$ cat src/rtl/rtc_pkg.sv
`timescale 1ns/1ps
package rtc_pkg;

  localparam int NUM_FIELDS = 6;

  localparam int F_SEC   = 0;
  localparam int F_MIN   = 1;
  localparam int F_HOUR  = 2;
  localparam int F_DATE  = 3;
  localparam int F_MONTH = 4;
  localparam int F_YEAR  = 5;

  localparam logic [2:0] ADDR_CTRL = 3'd0;

  // lowest legal value of a field (day and month start at 1)
  function automatic logic [7:0] field_min(input int idx);
    return (idx == F_DATE || idx == F_MONTH) ? 8'h01 : 8'h00;
  endfunction

  // one BCD step with wrap from maxv to minv
  function automatic logic [7:0] bcd_next(input logic [7:0] v,
                                          input logic [7:0] maxv,
                                          input logic [7:0] minv);
    if (v == maxv)
      return minv;
    else if (v[3:0] >= 4'd9)
      return {v[7:4] + 4'd1, 4'h0};
    else
      return {v[7:4], v[3:0] + 4'd1};
  endfunction

  // two-digit BCD year divisible by four
  function automatic logic is_leap(input logic [7:0] year);
    logic [3:0] ones;
    ones = year[3:0];
    if (!year[4])
      return (ones == 4'd0) || (ones == 4'd4) || (ones == 4'd8);
    else
      return (ones == 4'd2) || (ones == 4'd6);
  endfunction

  function automatic logic [7:0] month_last_day(input logic [7:0] month,
                                                input logic [7:0] year);
    case (month)
      8'h02:                      return is_leap(year) ? 8'h29 : 8'h28;
      8'h04, 8'h06, 8'h09, 8'h11: return 8'h30;
      default:                    return 8'h31;
    endcase
  endfunction

endpackage

$ cat src/rtl/rtc_prescaler.sv
`timescale 1ns/1ps
module rtc_prescaler #(
  parameter int TICKS_PER_SEC = 8
) (
  input  logic clk,
  input  logic rst_n,
  input  logic clear,
  input  logic advance,
  output logic sec_pulse
);
  localparam int CW = (TICKS_PER_SEC > 1) ? $clog2(TICKS_PER_SEC) : 1;
  localparam logic [CW-1:0] LAST = CW'(TICKS_PER_SEC - 1);

  logic [CW-1:0] cnt_q;

  assign sec_pulse = advance && (cnt_q == LAST);

  always_ff @(posedge clk or negedge rst_n) begin
    if (!rst_n)
      cnt_q <= '0;
    else if (clear)
      cnt_q <= '0;
    else if (advance)
      cnt_q <= (cnt_q == LAST) ? '0 : cnt_q + CW'(1);
  end
endmodule

$ cat src/rtl/rtc_bcd_field.sv
`timescale 1ns/1ps
module rtc_bcd_field
  import rtc_pkg::*;
#(
  parameter logic [7:0] MIN_VAL = 8'h00
) (
  input  logic       clk,
  input  logic       rst_n,
  input  logic       load,
  input  logic [7:0] load_val,
  input  logic       inc,
  input  logic [7:0] max_val,
  output logic [7:0] val,
  output logic       carry
);
  logic [7:0] val_q;

  assign val   = val_q;
  assign carry = inc && (val_q == max_val);

  always_ff @(posedge clk or negedge rst_n) begin
    if (!rst_n)
      val_q <= MIN_VAL;
    else if (load)
      val_q <= load_val;
    else if (inc)
      val_q <= bcd_next(val_q, max_val, MIN_VAL);
  end
endmodule

$ cat src/rtl/rtc_user_regs.sv
`timescale 1ns/1ps
module rtc_user_regs
  import rtc_pkg::*;
#(
  parameter int NF = NUM_FIELDS
) (
  input  logic          clk,
  input  logic          rst_n,
  input  logic          track,
  input  logic [8*NF-1:0] core_flat,
  input  logic [NF-1:0] wr_sel,
  input  logic [7:0]    wr_data,
  output logic [8*NF-1:0] usr_flat
);
  for (genvar i = 0; i < NF; i++) begin : g_ureg
    localparam logic [7:0] RST_VAL = field_min(i);
    logic [7:0] u_q;
    assign usr_flat[8*i +: 8] = u_q;

    always_ff @(posedge clk or negedge rst_n) begin
      if (!rst_n)
        u_q <= RST_VAL;
      else if (track)
        u_q <= core_flat[8*i +: 8];
      else if (wr_sel[i])
        u_q <= wr_data;
    end
  end
endmodule

$ cat src/rtl/rtc_bcd_core.sv
`timescale 1ns/1ps
module rtc_bcd_core
  import rtc_pkg::*;
#(
  parameter int TICKS_PER_SEC = 8
) (
  input  logic                    clk,
  input  logic                    rst_n,
  input  logic                    tick_in,
  input  logic                    reg_wr_en,
  input  logic [2:0]              reg_addr,
  input  logic [7:0]              reg_wr_data,
  output logic [7:0]              reg_rd_data,
  output logic [8*NUM_FIELDS-1:0] core_bcd,
  output logic                    ctrl_w,
  output logic                    ctrl_r
);
  localparam int NF = NUM_FIELDS;
  localparam int DW = 8 * NF;

  logic          w_q, r_q;
  logic          ctrl_wr;
  logic          w_fall;
  logic          cnt_en;
  logic          track;
  logic [NF-1:0] carry;
  logic [NF-1:0] wr_sel;
  logic [7:0]    field_val [NF];
  logic [7:0]    field_max [NF];
  logic [DW-1:0] usr_flat;
  logic          year_carry_unused;

  assign ctrl_wr = reg_wr_en && (reg_addr == ADDR_CTRL);
  assign w_fall  = ctrl_wr && w_q && !reg_wr_data[0];
  assign track   = !w_q && !r_q;
  assign ctrl_w  = w_q;
  assign ctrl_r  = r_q;
  assign year_carry_unused = carry[NF-1];

  always_ff @(posedge clk or negedge rst_n) begin
    if (!rst_n) begin
      w_q <= 1'b0;
      r_q <= 1'b0;
    end else if (ctrl_wr) begin
      w_q <= reg_wr_data[0];
      r_q <= reg_wr_data[1];
    end
  end

  rtc_prescaler #(.TICKS_PER_SEC(TICKS_PER_SEC)) u_psc (
    .clk      (clk),
    .rst_n    (rst_n),
    .clear    (w_fall),
    .advance  (tick_in && !w_q),
    .sec_pulse(cnt_en)
  );

  always_comb begin
    field_max[F_SEC]   = 8'h59;
    field_max[F_MIN]   = 8'h59;
    field_max[F_HOUR]  = 8'h23;
    field_max[F_DATE]  = month_last_day(field_val[F_MONTH], field_val[F_YEAR]);
    field_max[F_MONTH] = 8'h12;
    field_max[F_YEAR]  = 8'h99;
  end

  for (genvar i = 0; i < NF; i++) begin : g_field
    logic inc_i;
    if (i == 0) begin : g_first
      assign inc_i = cnt_en;
    end else begin : g_chain
      assign inc_i = carry[i-1];
    end

    rtc_bcd_field #(.MIN_VAL(field_min(i))) u_fld (
      .clk     (clk),
      .rst_n   (rst_n),
      .load    (w_fall),
      .load_val(usr_flat[8*i +: 8]),
      .inc     (inc_i),
      .max_val (field_max[i]),
      .val     (field_val[i]),
      .carry   (carry[i])
    );

    assign core_bcd[8*i +: 8] = field_val[i];
    assign wr_sel[i] = reg_wr_en && w_q && (reg_addr == 3'(i + 1));
  end

  rtc_user_regs #(.NF(NF)) u_ureg (
    .clk      (clk),
    .rst_n    (rst_n),
    .track    (track),
    .core_flat(core_bcd),
    .wr_sel   (wr_sel),
    .wr_data  (reg_wr_data),
    .usr_flat (usr_flat)
  );

  always_comb begin
    reg_rd_data = '0;
    if (reg_addr == ADDR_CTRL)
      reg_rd_data = {6'b0, r_q, w_q};
    for (int i = 0; i < NF; i++)
      if (reg_addr == 3'(i + 1))
        reg_rd_data = usr_flat[8*i +: 8];
  end
endmodule

$ cat config.mk
export PLATFORM = sky130hd
export DESIGN_NAME = rtc_bcd_core
export DESIGN_NICKNAME = d
export VERILOG_FILES = /design/src/rtl/rtc_pkg.sv /design/src/rtl/rtc_prescaler.sv /design/src/rtl/rtc_bcd_field.sv /design/src/rtl/rtc_user_regs.sv /design/src/rtl/rtc_bcd_core.sv
export SDC_FILE = /design/constraint.sdc
export NUM_CORES = 1
export LEC_CHECK = 0
export ABC_AREA = 0
export ABC_CLOCK_PERIOD_IN_PS = 3400
export BUFFER_PORTS_ARGS = -buffer_cell sky130_fd_sc_hd__buf_2
export CAP_MARGIN = 10
export CORE_UTILIZATION = 44
export CTS_BUF_LIST = sky130_fd_sc_hd__clkbuf_16
export CTS_CLUSTER_DIAMETER = 40
export DETAILED_ROUTE_END_ITERATION = 8
export SYNTH_ARGS = -nofsm -noshare
export SYNTH_HDL_FRONTEND = slang
export SYNTH_SLANG_ARGS = --single-unit
$ cat constraint.sdc
create_clock -name clk -period 3.4 [get_ports clk]
set_input_delay 0.17 -clock clk [delete_from_list [all_inputs] [get_ports clk]]
set_output_delay 0.17 -clock clk [all_outputs]
set_load 0.03 [all_outputs]
==> flow_metrics.py, run 1 <==
metrics = {
    "global_route": {
        "grt_pass1_vias": 5323,
        "grt_overflow": 0,
        "grt_pass1_wl_um": 28900,
        "gr-usage-all-layers_pct": 25.5,
        "antenna_found_initial": 0,
        "grt_max_degree": 75,
    },
    "worst_setup_path": {
        "path_buf_inv": 0,
        "path_cells": "ha_1 -> or4bb_1 -> nor3_1 -> a211oi_1 -> or3_1 -> a21oi_1 -> a311oi_1 -> a211o_1",
        "endpoint_kind": "flip-flop",
        "path_class": "flip-flop to flip-flop",
        "critPathArrivalTime_ns": 3.47,
        "cpPeakStageDelay_ns": 0.60,
        "path_delay_family": "compound AO/OA/AOI/OAI gates",
        "critPathRequiredTime_ns": 3.64,
        "start_kind": "flip-flop",
        "path_max_fanout": 8,
        "slowest_stage": "dfstp_2",
    },
    "timing": {
        "fin_crit_sh_pct": 95.0,
        "fin_skew_ns": 0.00761,
        "fin_crit_ns": 3.23,
        "worstMarginPinSlew_ns": 1.00,
        "finalSetupViolCount": 0,
        "setup_slack_ns": 0.171,
        "hold_viol": 27,
        "fin_tns_setup_ns": 0,
        "fmax_mhz": 310,
        "slew_viol_final": 0,
        "max_slew_margin_pct": 33.1,
        "rsz0062_at_grt": "false",
        "holdWs_ns": -0.0717,
    },
    "final_layout": {
        "drive_gt1_share_pct": 15.5,
        "stdcell_area_mm2": 0.00719,
        "final_nets": 822,
        "final_util_pct": 51.2,
        "synthToLayoutAreaGrowth_pct": 12.5,
        "diodes": 0,
    },
    "synthesis": {
        "ys_ff_latch": 101,
        "ys_top_cells_by_count": "nor2_1, dfrtp_1, a21oi_1, mux2i_1, nand2_1",
        "syn_inst": 716,
        "netlist_area_mm2": 0.00639,
        "synthTopCellsByArea": "dfrtp_1, mux2i_1, a21oi_1, ha_1, nor2_1",
        "yosysMostFrequentCell": "nor2_1",
        "synth_top_area_cell": "dfrtp_1",
        "synth_warnings": 0,
        "synth_flop_cell": "dfrtp_1",
        "synth_edf_count": 0,
        "synth.top_cell.area_share_pct": 38.0,
        "synth_cell_types": 58,
        "synthArstFlopShare_pct": 100,
        "avgSynthCellArea_um2": 8.92,
        "synth_nets": 767,
        "yosysSeqAreaShare_pct": 39.7,
    },
    "drt": {
        "postRouteAntennaNets": 0,
        "wl_per_cell_um": 19.1,
        "highest_layer": "met4",
        "wl_met2_um": 8360,
        "wirelength_um": 18300,
        "viasPerCell": 5.99,
        "met3_length_um": 1120,
        "drt_iter0_markers": 528,
        "drt-met1-wl_um": 8320,
        "first_pass_iters": 5,
        "via_count": 5727,
        "drc_errors": 0,
    },
    "clock_tree": {
        "clock_latency_ns": 0.36,
        "cts_inserted_buffers": 9,
        "path_clk_slew_ns": 0.07,
        "cts_htree_levels": 3,
        "root_buffer": "clkbuf_16",
        "postCtsSetupBuffers": 0,
        "cts_tree": "built",
        "cts-resized-gates": 0,
        "cts_buffer_depth": 2,
        "cts_hold_buf": 0,
        "clock-sinks": 101,
    },
    "placement": {
        "dp_hpwl_um": 13000,
        "placed_area_mm2": 0.00692,
        "finalWeightedCongestion": 0.853,
        "place_ws_ns": 0.205,
        "portBuffers": 72,
    },
    "pwr": {
        "power.switching_mw": 2.38,
        "power.density_mw_per_mm2": 739,
        "ir_worst_vdd_mv": 0.442,
        "p_seq_share_pct": 42.4,
        "power_frac_comb_pct": 39.3,
        "power_frac_clock_pct": 18.3,
        "internal_power_mw": 2.93,
        "switching_share_pct": 44.9,
        "leakage_nw": 3.11,
    },
    "floorplanning": {
        "dieArea_mm2": 0.0150,
        "core_mm2": 0.0140,
        "die_w_um": 122,
        "pin_count": 73,
        "die_y_um": 122,
        "start_util_pct": 45.5,
        "rows": 43,
    },
    "run_status": {
        "failed_checks": "negative hold slack",
        "status": "finished with violations",
    },
    "flow_run": {
        "max_cap_viol_count": 0,
    },
    "worst_hold_path": {
        "hold_path.class": "primary input to asynchronous set/reset pin",
    },
}
registers in the layout (all words and copies together) (netlist names):
register and cells:
g_field.u_fld.val 48, u_ureg.g_ureg.u_q 48, u_psc.cnt_q 3, ctrl_r 1
ctrl_w 1
routing by layer:
layer  up-vias  track usage (%)
li1       2694                -
met1      2765             34.9
met2       233             40.1
met3        35             5.20
met4         0             8.84
met5         -                0
power groups by stage:
stage          logic, mW  registers, mW  clock network, mW
3_5_place_dp        2.08           2.27                  0
3_3_place_gp        2.04           2.24                  0
2_1_floorplan       1.24           2.37                  0
4_1_cts             2.09           2.25              0.996
6_report            2.09           2.25              0.971
5_1_grt             2.32           2.32               1.04
cell type report:
type / count / area [um^2]
Fill cell: 1355 / 6860
Multi-Input combinational cell: 550 / 3610
Sequential cell: 101 / 2530
Timing Repair Buffer: 84 / 453
Clock buffer: 9 / 225
Tap cell: 180 / 225
Inverter: 25 / 93.8
Clock inverter: 7 / 43.8
path summary, 6_finish.rpt:
kind | from | end | slack [ns] | cells after the start
setup / recovery | g_field[4].u_fld.val[0]$_DFFE_PN1P_ | g_field[4].u_fld.val[5]$_DFFE_PN0P_ | 0.17 | 8
hold / removal | rst_n | g_field[5].u_fld.val[1]$_DFFE_PN0P_ | -0.07 | 1
setup reg to reg | g_field[4].u_fld.val[0]$_DFFE_PN1P_ | g_field[4].u_fld.val[5]$_DFFE_PN0P_ | 0.17 | 8
hold reg to reg | u_ureg.g_ureg[3].u_q[0]$_DFFE_PN1P_ | g_field[3].u_fld.val[0]$_DFFE_PN1P_ | 0.52 | 2
max in group asynchronous | rst_n | u_ureg.g_ureg[3].u_q[4]$_DFFE_PN0P_ | 2.58 | 2
min in group clk | tick_in | g_field[0].u_fld.val[1]$_DFFE_PN0P_ | 0.22 | 4
layout by cell type (no fill, tap or decap), types with 7 or more instances in the layout:
cell,instances
a21oi_1,96
buf_2,71
buf_4,13
clkbuf_16,9
dfrtp_1,97
ha_1,36
inv_1,26
mux2_2,9
mux2i_1,66
nand2_1,38
nand2b_1,8
nand3_1,20
nand4_1,11
nor2_1,104
nor3_1,11
nor3b_1,7
o211ai_1,9
o21ai_0,37
o31ai_1,9
or3_1,8
worst register-to-register path, delay by kind of cell (launching register included):
kind            cells  cell delay, ns
compound gates      4            1.17
simple gates        3            1.13
flops               1            0.60
fa+ha+maj           1            0.22
cell families after synthesis:
group | Yosys count | synth area share (%)
AO/OA/AOI/OAI | 190 | 17.7
XOR/XNOR | 2 | 0.274
adder cells (fa/ha/maj) | 36 | 7.05
buffers and inverters | 65 | 3.88
flip-flops | 101 | 39.7
multiplexers | 77 | 12.6
AND/OR/NAND/NOR | 245 | 18.8
per-stage QoR:
stage | power [mW] | std cells
floorplan | 3.61 | 716
finish | 5.31 | 956
detailed placement | 4.35 | 940
global placement | 4.28 | 940
global route | 5.68 | 956
CTS | 5.34 | 956
Power figures use the tool's default switching activity.
==> run 2: changes to the inputs <==
--- a/config.mk
+++ b/config.mk
@@ -13,6 +13,7 @@
 export CTS_BUF_LIST = sky130_fd_sc_hd__clkbuf_16
 export CTS_CLUSTER_DIAMETER = 40
 export DETAILED_ROUTE_END_ITERATION = 8
+export RECOVER_POWER = 50
 export SYNTH_ARGS = -nofsm -noshare
 export SYNTH_HDL_FRONTEND = slang
 export SYNTH_SLANG_ARGS = --single-unit
==> flow_metrics.py, run 2 (synthesis results as in run 1) <==
metrics = {
    "clock_tree": {
        "cts_htree_levels": 3,
        "root_buffer": "clkbuf_16",
        "cts_inserted_buffers": 9,
        "cts_tree": "built",
        "cts-resized-gates": 0,
        "clock-sinks": 101,
        "path_clk_slew_ns": 0.07,
        "cts_buffer_depth": 2,
        "clock_latency_ns": 0.36,
        "cts_hold_buf": 0,
        "postCtsSetupBuffers": 0,
    },
    "drt": {
        "viasPerCell": 5.97,
        "drt_iter0_markers": 511,
        "drc_errors": 0,
        "wirelength_um": 18200,
        "first_pass_iters": 5,
        "via_count": 5705,
        "wl_per_cell_um": 19.0,
        "postRouteAntennaNets": 0,
    },
    "timing": {
        "setup_slack_ns": 0.185,
        "slew_viol_final": 75,
        "hold_viol": 0,
        "fin_tns_setup_ns": 0,
        "max_slew_margin_pct": -27.4,
        "fin_crit_sh_pct": 94.5,
        "rsz0062_at_grt": "false",
        "worstMarginPinSlew_ns": 1.91,
        "fin_crit_ns": 3.21,
        "fin_skew_ns": 0.00709,
        "fmax_mhz": 311,
        "finalSetupViolCount": 0,
    },
    "pwr": {
        "power.density_mw_per_mm2": 740,
        "leakage_nw": 3.01,
        "ir_worst_vdd_mv": 0.443,
    },
    "floorplanning": {
        "die_y_um": 122,
        "dieArea_mm2": 0.0150,
        "core_mm2": 0.0140,
        "start_util_pct": 45.5,
        "die_w_um": 122,
        "rows": 43,
        "pin_count": 73,
    },
    "worst_setup_path": {
        "critPathArrivalTime_ns": 3.46,
        "start_kind": "flip-flop",
        "path_class": "flip-flop to flip-flop",
        "critPathRequiredTime_ns": 3.64,
        "endpoint_kind": "flip-flop",
        "ff2ff_setup_slack_ns": 0.19,
        "path_max_fanout": 8,
    },
    "global_route": {
        "grt_max_degree": 75,
        "grt_pass1_wl_um": 28900,
        "grt_overflow": 0,
        "antenna_found_initial": 0,
        "grt_pass1_vias": 5323,
        "gr-usage-all-layers_pct": 25.5,
    },
    "placement": {
        "place_inst": 940,
        "dp_hpwl_um": 13000,
        "placed_area_mm2": 0.00692,
        "finalWeightedCongestion": 0.853,
        "portBuffers": 72,
        "place_ws_ns": 0.205,
    },
    "run_status": {
        "status": "finished with violations",
        "failed_checks": "max-capacitance violations, max-slew violations",
    },
    "final_layout": {
        "final_nets": 822,
        "drive_gt1_share_pct": 11.5,
        "diodes": 0,
        "layout_common_cells": "nor2_1, dfrtp_1, a21oi_1",
        "stdcell_count": 956,
        "final_util_pct": 50.9,
        "final_common_cell": "nor2_1",
        "synthToLayoutAreaGrowth_pct": 11.8,
        "stdcell_area_mm2": 0.00714,
    },
    "flow_run": {
        "max_cap_viol_count": 1,
    },
    "worst_hold_path": {
        "hold_path.class": "primary input to flip-flop",
    },
}
-- run 2: cell count changes in the layout (fill, tap and decap cells not counted), sizes merged --
cell    previous run  this run
clkbuf             9        40
buf               84        53
-- run 2: routing by layer --
metal	vias to the layer above	GRT usage, %	share of wire [%]
li1	2696	-	-
met1	2770	34.9	45
met2	211	40.1	46
met4	0	8.84	2.4
met3	28	5.20	5.9
met5	-	0	0
-- run 2: layout make-up --
class,count,area (um^2)
clock buffer,9,225
clock inverter,7,43.8
fill,1368,6900
inverter,25,93.8
multi-input combinational,550,3610
sequential,101,2530
tap,180,225
timing repair buffer,84,408
-- run 2: worst paths after layout --
| path | start | end | cells past startpoint |
|---|---|---|---|
| min in group asynchronous | rst_n | g_field[5].u_fld.val[1]$_DFFE_PN0P_ | 1 |
| setup reg to reg | g_field[4].u_fld.val[0]$_DFFE_PN1P_ | g_field[4].u_fld.val[5]$_DFFE_PN0P_ | 8 |
| max in group asynchronous | rst_n | u_ureg.g_ureg[3].u_q[4]$_DFFE_PN0P_ | 2 |
| setup / recovery | g_field[4].u_fld.val[0]$_DFFE_PN1P_ | g_field[4].u_fld.val[5]$_DFFE_PN0P_ | 8 |
| hold reg to reg | u_ureg.g_ureg[3].u_q[0]$_DFFE_PN1P_ | g_field[3].u_fld.val[0]$_DFFE_PN1P_ | 2 |
| hold / removal | tick_in | g_field[0].u_fld.val[1]$_DFFE_PN0P_ | 4 |
-- run 2: stage by stage --
step	power, mW	hold WS [ns]
2_1_floorplan	3.61	-0.126
3_3_place_gp	4.28	0.403
3_5_place_dp	4.35	0.393
4_1_cts	5.34	0.00565
5_1_grt	5.66	0.229
6_report	5.29	0.219
-- run 2: critical path, stage by stage (launching register included) --
cell and delay, ns:
dfstp_2 0.60, ha_1 0.22, or4bb_1 0.52, nor3_1 0.15, a211oi_1 0.08, or3_1 0.46, a21oi_1 0.57, a311oi_1 0.19
a211o_1 0.31
-- run 2: where the power goes --
| part | total [mW] | internal (mW) | switching (mW) |
|---|---|---|---|
| combinational | 2.06 | 0.760 | 1.30 |
| sequential | 2.26 | 1.65 | 0.605 |
| clock | 0.970 | 0.491 | 0.479 |
| total | 5.29 | 2.90 | 2.38 |
